`src/rtl/csd_pkg.sv`:
```
package csd_pkg;
    typedef struct packed {
        logic disp_a;
        logic disp_b;
        logic key;
        logic wr;
        logic buzz;
        logic ctl_prev;
    } latch_t;

    localparam latch_t LATCH_RESET = '{disp_a: 1'b0, disp_b: 1'b0, key: 1'b0,
                                       wr: 1'b0, buzz: 1'b0, ctl_prev: 1'b1};
endpackage

```
`src/rtl/csd_region_dec.sv`:
```
module csd_region_dec #(
    parameter int SEL_W = 3,
    localparam int NCS  = 1 << SEL_W
) (
    input  logic [SEL_W-1:0] addr_hi,
    input  logic             stb,
    output logic [NCS-1:0]   hit
);
    for (genvar i = 0; i < NCS; i++) begin : g_hit
        assign hit[i] = stb && (addr_hi == SEL_W'(i));
    end
endmodule

```
`src/rtl/csd_latch_next.sv`:
```
module csd_latch_next
    import csd_pkg::*;
#(
    parameter int NCS     = 8,
    parameter int DA_IDX  = 5,
    parameter int DB_IDX  = 6,
    parameter int KEY_IDX = 7
) (
    input  logic [NCS-1:0] hit,
    input  logic           wr,
    input  logic           ctl,
    input  latch_t         cur,
    output latch_t         nxt
);
    logic hit_a, hit_b, hit_k, fall;

    always_comb begin
        hit_a = hit[DA_IDX];
        hit_b = hit[DB_IDX];
        hit_k = hit[KEY_IDX];
        fall  = cur.ctl_prev && !ctl;

        nxt          = cur;
        nxt.ctl_prev = ctl;
        nxt.wr       = ((|hit) && wr) || (cur.wr && !fall);

        if (!ctl) begin
            nxt.disp_a = 1'b0;
            nxt.disp_b = 1'b0;
            nxt.key    = 1'b0;
            nxt.buzz   = 1'b0;
        end else begin
            nxt.disp_a = hit_a || (cur.disp_a && !hit_b && !hit_k);
            nxt.disp_b = hit_b || (cur.disp_b && !hit_a && !hit_k);
            nxt.key    = hit_k || (cur.key && !hit_a && !hit_b);
            nxt.buzz   = hit_k ? wr : (cur.buzz && nxt.key);
        end
    end
endmodule

```
`src/rtl/chip_sel_latch.sv`:
```
module chip_sel_latch
    import csd_pkg::*;
#(
    parameter int SEL_W   = 3,
    parameter int DA_IDX  = 5,
    parameter int DB_IDX  = 6,
    parameter int KEY_IDX = 7,
    localparam int NCS    = 1 << SEL_W
) (
    input  logic             clk,
    input  logic             rst,
    input  logic [SEL_W-1:0] addr_hi,
    input  logic             tbl_stb,
    input  logic             tbl_wr,
    input  logic             ctl_line,
    input  logic             key_avail,
    output logic [NCS-1:0]   cs_n,
    output logic             disp_a,
    output logic             disp_b,
    output logic             key_sel,
    output logic             wr_latch,
    output logic             reg_sel,
    output logic             key_oe,
    output logic             buzz,
    output logic             key_irq
);
    logic [NCS-1:0] hit;
    logic [NCS-1:0] cs_n_d, cs_n_q;
    latch_t         st_d, st_q, st_nxt;

    csd_region_dec #(.SEL_W(SEL_W)) u_dec (
        .addr_hi (addr_hi),
        .stb     (tbl_stb),
        .hit     (hit)
    );

    csd_latch_next #(
        .NCS(NCS), .DA_IDX(DA_IDX), .DB_IDX(DB_IDX), .KEY_IDX(KEY_IDX)
    ) u_next (
        .hit (hit),
        .wr  (tbl_wr),
        .ctl (ctl_line),
        .cur (st_q),
        .nxt (st_nxt)
    );

    always_comb begin
        if (rst) begin
            st_d   = LATCH_RESET;
            cs_n_d = '1;
        end else begin
            st_d   = st_nxt;
            cs_n_d = ~hit;
        end
    end

    always_ff @(posedge clk) begin
        st_q   <= st_d;
        cs_n_q <= cs_n_d;
    end

    assign cs_n     = cs_n_q;
    assign disp_a   = st_q.disp_a;
    assign disp_b   = st_q.disp_b;
    assign key_sel  = st_q.key;
    assign wr_latch = st_q.wr;
    assign buzz     = st_q.buzz;
    assign key_oe   = st_q.key;
    assign reg_sel  = ctl_line;
    assign key_irq  = key_avail;
endmodule

```
`config.mk`:
```
export PLATFORM = sky130hd
export DESIGN_NAME = chip_sel_latch
export DESIGN_NICKNAME = d
export VERILOG_FILES = /design/src/rtl/csd_pkg.sv /design/src/rtl/csd_region_dec.sv /design/src/rtl/csd_latch_next.sv /design/src/rtl/chip_sel_latch.sv
export SDC_FILE = /design/constraint.sdc
export NUM_CORES = 1
export LEC_CHECK = 0
export BUFFER_PORTS_ARGS = -buffer_cell sky130_fd_sc_hd__buf_2
export CAP_MARGIN = 20
export CORE_AREA = 2 2 39 41
export CTS_CLUSTER_DIAMETER = 80
export DETAILED_ROUTE_END_ITERATION = 10
export DIE_AREA = 0 0 41 43
export PLACE_DENSITY = 0.71
export SLEW_MARGIN = 20
export SYNTH_ARGS = -nofsm -noshare
export SYNTH_HDL_FRONTEND = slang
export SYNTH_SLANG_ARGS = --single-unit
```
`constraint.sdc`:
```
create_clock -name clk -period 2.6 [get_ports clk]
set_clock_uncertainty 0.15 [all_clocks]
set_input_delay 0.65 -clock clk [delete_from_list [all_inputs] [get_ports clk]]
set_output_delay 0.65 -clock clk [all_outputs]
set_load 0.02 [all_outputs]
```
# --- After elaboration in Yosys (flattened, before gate mapping) ---
# Cells that the tools add are included.
word_totals:
  output_inout_bits: 16
  wordCells: 47
  regBits: 14
  in_bits: 9
op_classes:
  n_eq_ne: 7
  muxes: 1
  n_reduce_logical: 30
  bitwise_logic: 2
op_table:
  columns: ["cell", "n"]
  rows:
  - ["1-bit logical AND", 18]
  - ["3-bit equality test (second input constant)", 4]
  - ["8-bit NOT", 1]
  - ["8-bit OR reduction", 1]
  - ["3-bit by 2-bit equality test with 1-bit output (second input constant)", 2]
  - ["1-bit zero test", 5]
  - ["1-bit logical OR", 4]
  - ["3-bit by 1-bit equality test with 1-bit output (second input constant)", 1]
  - ["3-bit zero test", 1]
  - ["2-bit OR reduction", 1]
  - ["1-bit 2-to-1 mux", 1]
  - ["1-bit NOT", 1]

# --- Longest topological paths before layout ---
# Gate-level depths: netlist of run 1.
depth:
  depth_word: 8
  depth_mapped: 4
  depth_no_buf: 3

# --- Modules after synthesis ---
# Synthesis of run 1 repeated with hierarchy kept, for this count alone.
unflattened:
  cells_unflattened: 56
  area_unflattened_um2: 606.8
modules_own_cells:
  columns: ["mod", "area_per_inst_um2", "cells_per_inst", "instances", "seq_area_each_um2"]
  rows:
  - ["chip_sel_latch", 405.4, 32, 1, 280.3]
  - ["csd_latch_next", 105.1, 16, 1, 0.0]
  - ["csd_region_dec", 96.3, 8, 1, 0.0]

# --- Least setup slack after synthesis of run 1 ---
# Ideal clock, no wire load.
synth_path:
  path_kind: "input port to flip-flop"
  from: "input tbl_stb"
  to: "register cs_n_q[6] (netlist: cs_n[6])"
  required_ps: 2316
  setup_time_ps: 134
  path_buffers: 1
  cell_stages: 3
  setup_slack_ps: 1015
  t_arrival_ps: 1301
  path_cell_list: "buf_2 nand2_2 or4b_1"
synth_between:
  elab_chain_len: 2
synth_rtl:
  columns: ["element", "line_no", "rtl"]
  rows:
  - ["from (decl)", "chip_sel_latch.sv:13", "input logic tbl_stb,"]
  - ["1-bit logical AND", "csd_region_dec.sv:10", "assign hit[i] = stb && (addr_hi == SEL_W'(i));"]
  - ["8-bit NOT", "chip_sel_latch.sv:53", "cs_n_d = ~hit;"]
  - ["to (signal assigned)", "chip_sel_latch.sv:59", "cs_n_q <= cs_n_d;"]
  - ["to (decl)", "chip_sel_latch.sv:28", "logic [NCS-1:0] cs_n_d, cs_n_q;"]
# No other way between the ends.
# A chain may end at the register's enable or synchronous reset.

# --- Worst setup path in the final report of run 1 ---
layout_path:
  from: "input ctl_line"
  to: "output reg_sel"
layout_rtl:
  columns: ["element", "line_no", "rtl"]
  rows:
  - ["from (decl)", "chip_sel_latch.sv:15", "input logic ctl_line,"]
  - ["to (decl)", "chip_sel_latch.sv:22", "output logic reg_sel,"]
# No word-level cell between the ends.

==> results of run 1 <==
## registers in the layout (all words and copies together) (netlist names)
| register | count |
|---|---|
| st_q | 1 |
| wr_latch | 1 |
| disp_b | 1 |
| buzz | 1 |
| cs_n | 8 |
| key_oe | 1 |
| disp_a | 1 |
## cells by family after synthesis
group,after synthesis
DFF,14
and+or+nand+nor,23
AOI/OAI and AO/OA,7
buffers and inverters,7
## metrics by stage
step	hold slack [ps]	util	worst slack (ps)	instances	instance area, µm²
after detailed placement	323	0.430	884	83	596
after CTS	337	0.457	883	87	632
final	334	0.457	887	87	632
after floorplan	370	-	1010	51	505
after global routing	361	0.457	869	87	632
after global placement	319	0.430	889	83	596
## cell type report
cell class,count,area [µm²]
Clock buffer,4,36.3
Fill cell,142,752
Inverter,1,3.75
Multi-Input combinational cell,30,181
Sequential cell,14,280
Tap cell,16,20.0
Timing Repair Buffer,22,110
## cells in the final DEF (no fill, tap or decap), drive strengths merged
| cell type | instances |
|---|---|
| nor2 | 5 |
| nand4 | 2 |
| inv | 1 |
| o21ai | 2 |
| nand3 | 1 |
| a21oi | 2 |
| a31oi | 1 |
| nor3 | 1 |
| nand4b | 1 |
| dfxtp | 14 |
| or4b | 1 |
| nor4b | 1 |
| nand3b | 1 |
| clkbuf | 4 |
| a221oi | 1 |
| and3 | 1 |
| nand2b | 2 |
| a311oi | 1 |
| or2 | 1 |
| nand2 | 6 |
| buf | 22 |
## final timing paths
path,start,slack [ps],end
hold reg to reg,buzz$_SDFF_PP0_,330,buzz$_SDFF_PP0_
hold / removal,buzz$_SDFF_PP0_,330,buzz$_SDFF_PP0_
setup / recovery,ctl_line,890,reg_sel
setup reg to reg,key_oe$_SDFF_PP0_,1600,buzz$_SDFF_PP0_
## power groups by stage
stage | clock network [mW] | registers (mW) | logic [mW]
finish | 0.151 | 0.220 | 0.0371
global route | 0.172 | 0.221 | 0.0406
CTS | 0.160 | 0.220 | 0.0374
detailed placement | 0 | 0.225 | 0.0370
global placement | 0 | 0.225 | 0.0367
floorplan | 0 | 0.230 | 0.0222
## routing by layer
metal,track usage,vias to the layer above,part of all wire
met3,0.0471,2,0.080
met5,0,-,0
li1,-,217,-
met1,0.150,188,0.42
met2,0.175,17,0.48
met4,0.120,0,0.018
==> impl_results.html, run 1 <==
<table>
<tr><th>Metric</th><th>Value</th></tr>
<tr><th colspan="2">Run status</th></tr>
<tr><td>Result of the run</td><td>finished clean</td></tr>
<tr><th colspan="2">Pwr</th></tr>
<tr><td>Highest ir drop seen on vdd</td><td>0.228 mV</td></tr>
<tr><td>Share of total power in sequential cells</td><td>0.540</td></tr>
<tr><td>Fraction of power consumed by combinational cells</td><td>0.091</td></tr>
<tr><td>Ratio of total power to cell area</td><td>646 nW/µm²</td></tr>
<tr><td>Share of power burned in the clock network</td><td>0.369</td></tr>
<tr><td>Sw power</td><td>0.0908 mW</td></tr>
<tr><td>Net switching share of the total power</td><td>0.222</td></tr>
<tr><td>Total chip power</td><td>0.408 mW</td></tr>
<tr><td>Static Leakage</td><td>0.263 nW</td></tr>
<tr><td>Internal power consumption</td><td>0.317 mW</td></tr>
<tr><th colspan="2">Clocking</th></tr>
<tr><td>Max clock buf depth</td><td>2</td></tr>
<tr><td>Number of clock buffers inserted by TritonCTS</td><td>3</td></tr>
<tr><td>Clock sink count</td><td>14</td></tr>
<tr><td>Clock insertion delay at the later pin of the skew report</td><td>270 ps</td></tr>
<tr><td>CTS Hold Buffers Added</td><td>0</td></tr>
<tr><td>Setup fix buffers added after clock tree synthesis</td><td>0</td></tr>
<tr><td>TritonCTS clock tree</td><td>done</td></tr>
<tr><td>Post-CTS clock slew at the launch and capture registers of the worst setup and hold paths</td><td>80 ps</td></tr>
<tr><td>Clock root buffer master</td><td>clkbuf_4</td></tr>
<tr><td># H-tree levels</td><td>1</td></tr>
<tr><td>Number of gates resized after CTS</td><td>0</td></tr>
<tr><th colspan="2">Drt</th></tr>
<tr><td>Number of remaining DRC errors</td><td>0</td></tr>
<tr><td>First drt pass iteration count</td><td>4</td></tr>
<tr><td>Total vias in the final route</td><td>424</td></tr>
<tr><td>Mean routed wirelength per cell</td><td>10.9 µm</td></tr>
<tr><td>Detail Route Antenna Nets</td><td>0</td></tr>
<tr><td>Routed Wire Length</td><td>952 µm</td></tr>
<tr><td>Number of DRC violations after detailed-routing iteration 0</td><td>12</td></tr>
<tr><td>Via/cell ratio</td><td>4.87</td></tr>
<tr><th colspan="2">Setup path</th></tr>
<tr><td>Total number of cells along the worst setup path</td><td>2</td></tr>
<tr><td>Critical path required time</td><td>1800 ps</td></tr>
<tr><td>Maximum fanout along the worst path</td><td>4</td></tr>
<tr><td>CP Class</td><td>in2out</td></tr>
<tr><td>Arrival time of the worst setup path</td><td>910 ps</td></tr>
<tr><td>Slowest Stage Delay on Critical Path</td><td>150 ps</td></tr>
<tr><td>Ordered list of cells on the worst path</td><td>buf_2 &gt; buf_2</td></tr>
<tr><td>Critical path capture point type</td><td>primary output</td></tr>
<tr><td>R2R cell count</td><td>2</td></tr>
<tr><td>Slowest stage cell on the critical path</td><td>buf_2</td></tr>
<tr><td>Library cell appearing most often on the critical path</td><td>buf_2</td></tr>
<tr><td>Combined buffer and inverter count along the critical path</td><td>2</td></tr>
<tr><td>Critical path launch point type</td><td>primary input</td></tr>
<tr><td>Largest delay contributor family on the critical path</td><td>buffers and inverters</td></tr>
<tr><th colspan="2">Synth</th></tr>
<tr><td>Commonest cells post-synth</td><td>dfxtp_1 (14), nand2_1 (5), nor2_1 (5)</td></tr>
<tr><td>Distinct cells, synth</td><td>22</td></tr>
<tr><td>Post-synthesis cell area</td><td>505 µm²</td></tr>
<tr><td>Adder-Cell Fraction of Synth Area</td><td>0</td></tr>
<tr><td>Number of warnings issued by yosys</td><td>0</td></tr>
<tr><td>Syn_area_per_cell</td><td>9.91 µm²</td></tr>
<tr><td>Fraction of registers with async set or reset after synthesis</td><td>0</td></tr>
<tr><td>Most area-consuming cells after synthesis</td><td>dfxtp_1 (55%), buf_4 (5.9%), nand2_1 (3.7%)</td></tr>
<tr><td>Synth Area in Compound Gates</td><td>0.0990</td></tr>
<tr><td>Post-Syn Instances</td><td>51</td></tr>
<tr><td>Number of enable flip-flop cells after synthesis</td><td>0</td></tr>
<tr><td>Sequential share of the synthesized area</td><td>0.554</td></tr>
<tr><td>Mux share of post-synthesis cell area</td><td>0</td></tr>
<tr><td>Library cell occupying the most area in the post-synthesis netlist</td><td>dfxtp_1</td></tr>
<tr><td>#FFs+latches synth</td><td>14</td></tr>
<tr><td>Main combinational cell family by area after synthesis</td><td>simple AND/OR/NAND/NOR gates</td></tr>
<tr><td>Synth top area share</td><td>0.554</td></tr>
<tr><td>Ys flop type</td><td>dfxtp_1</td></tr>
<tr><td>Post-Synth Simple-Gate Area</td><td>0.260</td></tr>
<tr><td>Synthesized netlist net count</td><td>60</td></tr>
<tr><td>Xor-xnor portion of the synthesized cell area</td><td>0</td></tr>
<tr><td>Most common cell in the netlist</td><td>dfxtp_1</td></tr>
<tr><th colspan="2">Floorplan</th></tr>
<tr><td>Count of pins on the block boundary</td><td>25</td></tr>
<tr><td>Die span in y</td><td>43 µm</td></tr>
<tr><td>Die Area</td><td>1760 µm²</td></tr>
<tr><td>Starting utilization of the core area</td><td>0.365</td></tr>
<tr><td>Die Wd</td><td>41 µm</td></tr>
<tr><td>Core Box Area</td><td>1380 µm²</td></tr>
<tr><td>Standard-cell row count</td><td>14</td></tr>
<tr><th colspan="2">STA</th></tr>
<tr><td>Total negative slack</td><td>0 ps</td></tr>
<tr><td>Crit path time final</td><td>1710 ps</td></tr>
<tr><td>Period utilisation layout</td><td>0.659</td></tr>
<tr><td>RSZ-0062 raised after global routing</td><td>no</td></tr>
<tr><td>Achievable frequency</td><td>584 MHz</td></tr>
<tr><td>Transition time at the pin with the least slew margin</td><td>380 ps</td></tr>
<tr><td>Setup violators final</td><td>0</td></tr>
<tr><td>Final Hold Fails</td><td>0</td></tr>
<tr><td>Slew HR</td><td>0.743</td></tr>
<tr><td>Final Max Tran Viols</td><td>0</td></tr>
<tr><th colspan="2">Layout</th></tr>
<tr><td>Nets</td><td>81</td></tr>
<tr><td>Number of antenna diodes</td><td>0</td></tr>
<tr><td>Area growth from synthesis to final layout</td><td>25.0%</td></tr>
<tr><td>Fraction of layout cells with a size suffix above 1</td><td>0.423</td></tr>
<tr><th colspan="2">Global route</th></tr>
<tr><td>Wire length of the first global-routing pass</td><td>1460 µm</td></tr>
<tr><td>Antenna violations before repair</td><td>0</td></tr>
<tr><td>Maximum number of pins on one net before global-route repair</td><td>12</td></tr>
<tr><td>Total gr overflow</td><td>0</td></tr>
<tr><td>Number of global-route vias before repair</td><td>368</td></tr>
<tr><td>All-layer global routing usage</td><td>0.130</td></tr>
<tr><th colspan="2">Hold path</th></tr>
<tr><td>Hold path depth</td><td>2</td></tr>
<tr><td>Min-delay worst type</td><td>reg2reg</td></tr>
<tr><th colspan="2">Placement</th></tr>
<tr><td>GP Congestion</td><td>0.750</td></tr>
<tr><td>Count of buffers inserted at the top-level ports</td><td>22</td></tr>
<tr><td>Post-detailed-placement half-perimeter wirelength</td><td>728 µm</td></tr>
<tr><th colspan="2">Job</th></tr>
<tr><td>Max-cap viol count</td><td>0</td></tr>
</table>
Power figures use the tool's default switching activity.
==> run 2: changes to the inputs <==
- CORE_AREA: 2 2 39 41 -> default
- CORE_MARGIN: default -> 2
- CORE_UTILIZATION: default -> 37
- DIE_AREA: 0 0 41 43 -> default
- PLACE_DENSITY: 0.71 -> 0.72
- clock period: 2.6 -> 1.55 ns (I/O delays scaled with it)
==> run 2 against run 1 <==
Compared with the run above:
- global-route usage increased by 2.0 points
- clock-buffer cell count unchanged
- register-to-register slack got worse by 1000 ps
- sequential power increased by 68%
- via count decreased by 0.94%
- setup slack got worse by 660 ps
- power increased by 69%
- combinational power increased by 70%
==> impl_results.html, run 2 (synthesis gave the netlist of run 1 again) <==
<table>
<tr><th>Metric</th><th>Value</th></tr>
<tr><th colspan="2">Drt</th></tr>
<tr><td>Detail Route Antenna Nets</td><td>0</td></tr>
<tr><td>Routed Wire Length</td><td>949 µm</td></tr>
<tr><td>First drt pass iteration count</td><td>4</td></tr>
<tr><td>Number of DRC violations after detailed-routing iteration 0</td><td>4</td></tr>
<tr><td>Mean routed wirelength per cell</td><td>11.0 µm</td></tr>
<tr><td>Total vias in the final route</td><td>420</td></tr>
<tr><td>Number of remaining DRC errors</td><td>0</td></tr>
<tr><td>Via/cell ratio</td><td>4.88</td></tr>
<tr><th colspan="2">STA</th></tr>
<tr><td>Setup violators final</td><td>0</td></tr>
<tr><td>Crit path time final</td><td>1330 ps</td></tr>
<tr><td>Smallest setup slack after layout</td><td>224 ps</td></tr>
<tr><td>Achievable frequency</td><td>754 MHz</td></tr>
<tr><td>RSZ-0062 raised after global routing</td><td>no</td></tr>
<tr><td>Transition time at the pin with the least slew margin</td><td>352 ps</td></tr>
<tr><td>Final Max Tran Viols</td><td>0</td></tr>
<tr><td>Final Hold Fails</td><td>0</td></tr>
<tr><td>Tightest hold margin</td><td>184 ps</td></tr>
<tr><td>Slew HR</td><td>0.762</td></tr>
<tr><td>Total negative slack</td><td>0 ps</td></tr>
<tr><td>Period utilisation layout</td><td>0.856</td></tr>
<tr><th colspan="2">Pwr</th></tr>
<tr><td>Highest ir drop seen on vdd</td><td>0.524 mV</td></tr>
<tr><td>Total chip power</td><td>0.689 mW</td></tr>
<tr><td>Static Leakage</td><td>0.263 nW</td></tr>
<tr><td>Ratio of total power to cell area</td><td>1090 nW/µm²</td></tr>
<tr><th colspan="2">Floorplan</th></tr>
<tr><td>Count of pins on the block boundary</td><td>25</td></tr>
<tr><td>Core Box Area</td><td>1280 µm²</td></tr>
<tr><td>Die Wd</td><td>41.0 µm</td></tr>
<tr><td>Standard-cell row count</td><td>13</td></tr>
<tr><td>Die span in y</td><td>41.0 µm</td></tr>
<tr><td>Starting utilization of the core area</td><td>0.393</td></tr>
<tr><td>Die Area</td><td>1680 µm²</td></tr>
<tr><th colspan="2">Clocking</th></tr>
<tr><td>Clock insertion delay at the later pin of the skew report</td><td>270 ps</td></tr>
<tr><td>Post-CTS clock slew at the launch and capture registers of the worst setup and hold paths</td><td>80 ps</td></tr>
<tr><td>CTS Hold Buffers Added</td><td>0</td></tr>
<tr><td>Setup fix buffers added after clock tree synthesis</td><td>0</td></tr>
<tr><td># H-tree levels</td><td>1</td></tr>
<tr><td>Max clock buf depth</td><td>2</td></tr>
<tr><td>Number of clock buffers inserted by TritonCTS</td><td>3</td></tr>
<tr><td>TritonCTS clock tree</td><td>done</td></tr>
<tr><td>Clock root buffer master</td><td>clkbuf_4</td></tr>
<tr><td>Number of gates resized after CTS</td><td>0</td></tr>
<tr><td>Clock sink count</td><td>14</td></tr>
<tr><th colspan="2">Layout</th></tr>
<tr><td>Most common cell after layout, fill and taps aside</td><td>buf_2</td></tr>
<tr><td>Post-route insts no fill</td><td>86</td></tr>
<tr><td>Final core utilization</td><td>0.491</td></tr>
<tr><td>Number of antenna diodes</td><td>0</td></tr>
<tr><td>Commonest non-fill, non-tap cells in the layout</td><td>buf_2 (22), dfxtp_1 (14), nand2_1 (5), nor2_1 (5), clkbuf_4 (3)</td></tr>
<tr><td>Area growth from synthesis to final layout</td><td>24.8%</td></tr>
<tr><td>Number of flip-flops under the largest register name</td><td>8</td></tr>
<tr><td>Fraction of layout cells with a size suffix above 1</td><td>0.423</td></tr>
<tr><td>Post-Layout Inst Area</td><td>631 µm²</td></tr>
<tr><td>Nets</td><td>81</td></tr>
<tr><th colspan="2">Setup path</th></tr>
<tr><td>Reg2reg setup slack</td><td>560 ps</td></tr>
<tr><td>CP Class</td><td>reg2out</td></tr>
<tr><td>Maximum fanout along the worst path</td><td>3</td></tr>
<tr><td>Critical path capture point type</td><td>primary output</td></tr>
<tr><td>CP startpoint</td><td>key_oe$_SDFF_PP0_</td></tr>
<tr><td>Arrival time of the worst setup path</td><td>790 ps</td></tr>
<tr><td>Critical path launch point type</td><td>flop</td></tr>
<tr><td>Combined buffer and inverter count along the critical path</td><td>1</td></tr>
<tr><td>Slowest Stage Delay on Critical Path</td><td>350 ps</td></tr>
<tr><td>Ordered list of cells on the worst path</td><td>buf_2</td></tr>
<tr><td>Slowest stage cell on the critical path</td><td>dfxtp_1</td></tr>
<tr><td>Largest delay contributor family on the critical path</td><td>flip-flops</td></tr>
<tr><td>Critical path required time</td><td>1010 ps</td></tr>
<tr><td>Startpoint of the worst-slack reg-to-reg timing path</td><td>key_oe$_SDFF_PP0_</td></tr>
<tr><th colspan="2">Global route</th></tr>
<tr><td>Total gr overflow</td><td>0</td></tr>
<tr><td>Number of global-route vias before repair</td><td>370</td></tr>
<tr><td>All-layer global routing usage</td><td>0.150</td></tr>
<tr><td>Wire length of the first global-routing pass</td><td>1590 µm</td></tr>
<tr><td>Maximum number of pins on one net before global-route repair</td><td>12</td></tr>
<tr><td>Antenna violations before repair</td><td>0</td></tr>
<tr><th colspan="2">Placement</th></tr>
<tr><td>Worst setup slack after placement</td><td>175 ps</td></tr>
<tr><td>Post-Place Cells</td><td>82</td></tr>
<tr><td>GP Congestion</td><td>0.804</td></tr>
<tr><td>Post-detailed-placement half-perimeter wirelength</td><td>697 µm</td></tr>
<tr><td>Cell Area, Placed</td><td>594 µm²</td></tr>
<tr><td>Count of buffers inserted at the top-level ports</td><td>22</td></tr>
<tr><th colspan="2">Hold path</th></tr>
<tr><td>Worst hold start</td><td>ctl_line</td></tr>
<tr><td>Min-delay worst type</td><td>in2reg</td></tr>
<tr><th colspan="2">Run status</th></tr>
<tr><td>Result of the run</td><td>finished clean</td></tr>
<tr><th colspan="2">Job</th></tr>
<tr><td>Max-cap viol count</td><td>0</td></tr>
</table>
## run 2: worst paths after layout
kind,end,depth (start not counted)
worst max-delay path,key_oe,1
worst min-delay path,st_q[0]$_SDFF_PP1_,2
worst max register to register,buzz$_SDFF_PP0_,2
worst min register to register,buzz$_SDFF_PP0_,2
## run 2: layer usage
layer  routed length [µm]  global-route usage
met1                  425               0.185
met3                   54              0.0163
met5                    0                   0
met4                   32               0.125
met2                  437               0.230
## run 2: report_power, final
| group | switching, mW | total (mW) | leakage, nW | internal [mW] |
|---|---|---|---|---|
| Clock | 0.114 | 0.257 | 0.0210 | 0.143 |
| Combinational | 0.0406 | 0.0631 | 0.128 | 0.0225 |
| Sequential | 0.00216 | 0.369 | 0.114 | 0.367 |
## run 2: area by class of cell
type                            instances  area (µm²)
Inverter                                1        3.75
Timing Repair Buffer                   22         110
Sequential cell                        14         280
Fill cell                             117         654
Multi-Input combinational cell         30         181
Clock buffer                            4        36.3
Tap cell                               15        18.8
==> run 3: changes to the inputs <==
- ABC_AREA: default -> 1
- CORE_UTILIZATION: 37 -> 38
- GPL_ROUTABILITY_DRIVEN: default -> 1
- PLACE_DENSITY: 0.72 -> 0.73
==> run 3 against run 2 <==
Compared with the run above:
- flip-flop and latch count did not move
- die area fell by 0.19%
- critical path depth did not move
- combinational power rose by 2%
==> impl_results.html, run 3 <==
<table>
<tr><th>Metric</th><th>Value</th></tr>
<tr><th colspan="2">Run status</th></tr>
<tr><td>Result of the run</td><td>finished clean</td></tr>
<tr><th colspan="2">Pwr</th></tr>
<tr><td>Net switching share of the total power</td><td>0.229</td></tr>
<tr><td>Sw power</td><td>0.158 mW</td></tr>
<tr><td>Fraction of power consumed by combinational cells</td><td>0.094</td></tr>
<tr><td>Share of power burned in the clock network</td><td>0.371</td></tr>
<tr><td>Total chip power</td><td>0.690 mW</td></tr>
<tr><td>Highest ir drop seen on vdd</td><td>0.417 mV</td></tr>
<tr><td>Share of total power in sequential cells</td><td>0.536</td></tr>
<tr><td>Static Leakage</td><td>0.333 nW</td></tr>
<tr><td>Ratio of total power to cell area</td><td>1040 nW/µm²</td></tr>
<tr><td>Internal power consumption</td><td>0.532 mW</td></tr>
<tr><th colspan="2">Global route</th></tr>
<tr><td>Maximum number of pins on one net before global-route repair</td><td>9</td></tr>
<tr><td>Number of global-route vias before repair</td><td>368</td></tr>
<tr><td>Antenna violations before repair</td><td>0</td></tr>
<tr><td>GR peak layer</td><td>met2</td></tr>
<tr><td>Met1 Resource Use GR</td><td>0.158</td></tr>
<tr><td>Fraction of met3 tracks used by global routing</td><td>0.0435</td></tr>
<tr><td>All-layer global routing usage</td><td>0.139</td></tr>
<tr><td>Wire length of the first global-routing pass</td><td>1450 µm</td></tr>
<tr><td>Total gr overflow</td><td>0</td></tr>
<tr><td>Met2 Usage GRT</td><td>0.215</td></tr>
<tr><th colspan="2">Floorplan</th></tr>
<tr><td>Die Area</td><td>1670 µm²</td></tr>
<tr><td>Core Box Area</td><td>1280 µm²</td></tr>
<tr><td>Die span in y</td><td>40.9 µm</td></tr>
<tr><td>Standard-cell row count</td><td>13</td></tr>
<tr><td>Starting utilization of the core area</td><td>0.403</td></tr>
<tr><td>Count of pins on the block boundary</td><td>25</td></tr>
<tr><td>Die Wd</td><td>40.9 µm</td></tr>
<tr><th colspan="2">Setup path</th></tr>
<tr><td>Largest delay contributor family on the critical path</td><td>flip-flops</td></tr>
<tr><td>Maximum fanout along the worst path</td><td>3</td></tr>
<tr><td>Arrival time of the worst setup path</td><td>800 ps</td></tr>
<tr><td>Combined buffer and inverter count along the critical path</td><td>1</td></tr>
<tr><td>Ordered list of cells on the worst path</td><td>buf_2</td></tr>
<tr><td>Slowest stage cell on the critical path</td><td>dfxtp_1</td></tr>
<tr><td>Slowest Stage Delay on Critical Path</td><td>350 ps</td></tr>
<tr><td>Critical path launch point type</td><td>flop</td></tr>
<tr><td>Critical path capture point type</td><td>primary output</td></tr>
<tr><td>CP Class</td><td>reg2out</td></tr>
<tr><td>Critical path required time</td><td>1010 ps</td></tr>
<tr><th colspan="2">Synth</th></tr>
<tr><td>Distinct cells, synth</td><td>15</td></tr>
<tr><td>Library cell occupying the most area in the post-synthesis netlist</td><td>dfxtp_1</td></tr>
<tr><td>Most common cell in the netlist</td><td>nand2_1</td></tr>
<tr><td>#FFs+latches synth</td><td>14</td></tr>
<tr><td>Ys flop type</td><td>dfxtp_1</td></tr>
<tr><td>Number of warnings issued by yosys</td><td>0</td></tr>
<tr><td>Synth top area share</td><td>0.541</td></tr>
<tr><td>Syn_area_per_cell</td><td>8.22 µm²</td></tr>
<tr><td>Post-Syn Instances</td><td>63</td></tr>
<tr><td>Sequential share of the synthesized area</td><td>0.541</td></tr>
<tr><td>Fraction of registers with async set or reset after synthesis</td><td>0</td></tr>
<tr><td>Synthesized netlist net count</td><td>72</td></tr>
<tr><td>Number of enable flip-flop cells after synthesis</td><td>0</td></tr>
<tr><td>Commonest cells post-synth</td><td>nand2_1 (16), dfxtp_1 (14), inv_1 (8)</td></tr>
<tr><td>Post-synthesis cell area</td><td>518 µm²</td></tr>
<tr><td>Most area-consuming cells after synthesis</td><td>dfxtp_1 (54%), nand2_1 (12%), inv_1 (5.8%)</td></tr>
<tr><th colspan="2">Drt</th></tr>
<tr><td>Total vias in the final route</td><td>440</td></tr>
<tr><td>First drt pass iteration count</td><td>4</td></tr>
<tr><td>Detail Route Antenna Nets</td><td>0</td></tr>
<tr><td>Number of DRC violations after detailed-routing iteration 0</td><td>9</td></tr>
<tr><td>Routed Wire Length</td><td>953 µm</td></tr>
<tr><td>Mean routed wirelength per cell</td><td>9.44 µm</td></tr>
<tr><td>Number of remaining DRC errors</td><td>0</td></tr>
<tr><td>Via/cell ratio</td><td>4.36</td></tr>
<tr><th colspan="2">Hold path</th></tr>
<tr><td>Min-delay worst type</td><td>in2reg</td></tr>
<tr><th colspan="2">STA</th></tr>
<tr><td>RSZ-0062 raised after global routing</td><td>no</td></tr>
<tr><td>Slew HR</td><td>0.828</td></tr>
<tr><td>Final Hold Fails</td><td>0</td></tr>
<tr><td>Transition time at the pin with the least slew margin</td><td>258 ps</td></tr>
<tr><td>Final Max Tran Viols</td><td>0</td></tr>
<tr><td>Crit path time final</td><td>1330 ps</td></tr>
<tr><td>Total negative slack</td><td>0 ps</td></tr>
<tr><td>Setup violators final</td><td>0</td></tr>
<tr><td>Achievable frequency</td><td>750 MHz</td></tr>
<tr><td>Period utilisation layout</td><td>0.860</td></tr>
<tr><th colspan="2">Clocking</th></tr>
<tr><td>Clock sink count</td><td>14</td></tr>
<tr><td>Setup fix buffers added after clock tree synthesis</td><td>0</td></tr>
<tr><td>Post-CTS clock slew at the launch and capture registers of the worst setup and hold paths</td><td>80 ps</td></tr>
<tr><td>Clock insertion delay at the later pin of the skew report</td><td>280 ps</td></tr>
<tr><td>Number of clock buffers inserted by TritonCTS</td><td>3</td></tr>
<tr><td>Number of gates resized after CTS</td><td>0</td></tr>
<tr><td># H-tree levels</td><td>1</td></tr>
<tr><td>Max clock buf depth</td><td>2</td></tr>
<tr><td>Clock root buffer master</td><td>clkbuf_4</td></tr>
<tr><td>CTS Hold Buffers Added</td><td>0</td></tr>
<tr><td>TritonCTS clock tree</td><td>done</td></tr>
<tr><th colspan="2">Job</th></tr>
<tr><td>Max-cap viol count</td><td>0</td></tr>
<tr><th colspan="2">Placement</th></tr>
<tr><td>GP Congestion</td><td>0.798</td></tr>
<tr><td>Post-detailed-placement half-perimeter wirelength</td><td>758 µm</td></tr>
<tr><td>Count of buffers inserted at the top-level ports</td><td>22</td></tr>
<tr><th colspan="2">Layout</th></tr>
<tr><td>Fillers</td><td>125</td></tr>
<tr><td>Number of antenna diodes</td><td>0</td></tr>
<tr><td>Nets</td><td>96</td></tr>
<tr><td>Fraction of layout cells with a size suffix above 1</td><td>0.384</td></tr>
<tr><td>Final core utilization</td><td>0.514</td></tr>
<tr><td>Commonest non-fill, non-tap cells in the layout</td><td>buf_2 (22), nand2_1 (16), dfxtp_1 (14)</td></tr>
<tr><td>Number of flip-flops under the largest register name</td><td>8</td></tr>
<tr><td>Most common cell after layout, fill and taps aside</td><td>buf_2</td></tr>
<tr><td>Area growth from synthesis to final layout</td><td>27.5%</td></tr>
</table>
==> run 3: changes by cell type after synthesis, sizes merged, moves of 2 or more <==
cell,delta
buf,-3
o21bai,+2
nand2b,-2
inv,+8
nand2,+11
nor2,+4
nand4,-2
nand3,+4
==> run 3: worst paths after layout <==
path	end	startpoint	cells after the start	slack (ps)
worst max register to register	buzz$_SDFF_PP0_	key_oe$_SDFF_PP0_	4	630
worst max-delay path	key_sel	key_oe$_SDFF_PP0_	1	220
worst min-delay path	wr_latch$_SDFF_PP0_	rst	2	140
worst min register to register	wr_latch$_SDFF_PP0_	wr_latch$_SDFF_PP0_	2	310
==> run 3: cell families (layout without fill, tap and decap cells) <==
kind of cell / Yosys count / in the layout / share of synthesized area
AOI/OAI and AO/OA: 6 / 6 / 0.0749
and+or+nand+nor: 31 / 31 / 0.275
DFF: 14 / 14 / 0.541
buffers and inverters: 12 / 35 / 0.109
==> run 3: per-layer routing <==
metal  part of all wire  vias up
met5                  0        -
met4              0.013        0
met3              0.081        2
met2               0.48       18
met1               0.42      187
li1                   -      233
==> run 3: power groups by stage <==
stage	Sequential (mW)	Clock [mW]	Combinational (mW)
2_1_floorplan	0.387	0	0.0347
3_3_place_gp	0.378	0	0.0640
3_5_place_dp	0.378	0	0.0647
4_1_cts	0.370	0.265	0.0651
5_1_grt	0.371	0.281	0.0723
6_report	0.370	0.256	0.0646
==> run 3: layout make-up <==
| cell class | instances | area [µm²] | area share |
|---|---|---|---|
| flip-flops and latches | 14 | 280 | 0.424 |
| multi-input cells | 37 | 181 | 0.275 |
| repair buffers | 22 | 110 | 0.167 |
| clock buffers | 4 | 36.3 | 0.0549 |
| inverters | 9 | 33.8 | 0.0511 |
| well taps | 15 | 18.8 | 0.0284 |
==> run 3: metrics by stage <==
step                hold slack [ps]  area (µm²)  instances  setup WS (ps)
floorplan                       307         518         63            396
global placement                279         624         97            267
detailed placement              298         624         97            248
CTS                             132         661        101            198
global route                    136         661        101            162
finish                          143         661        101            217
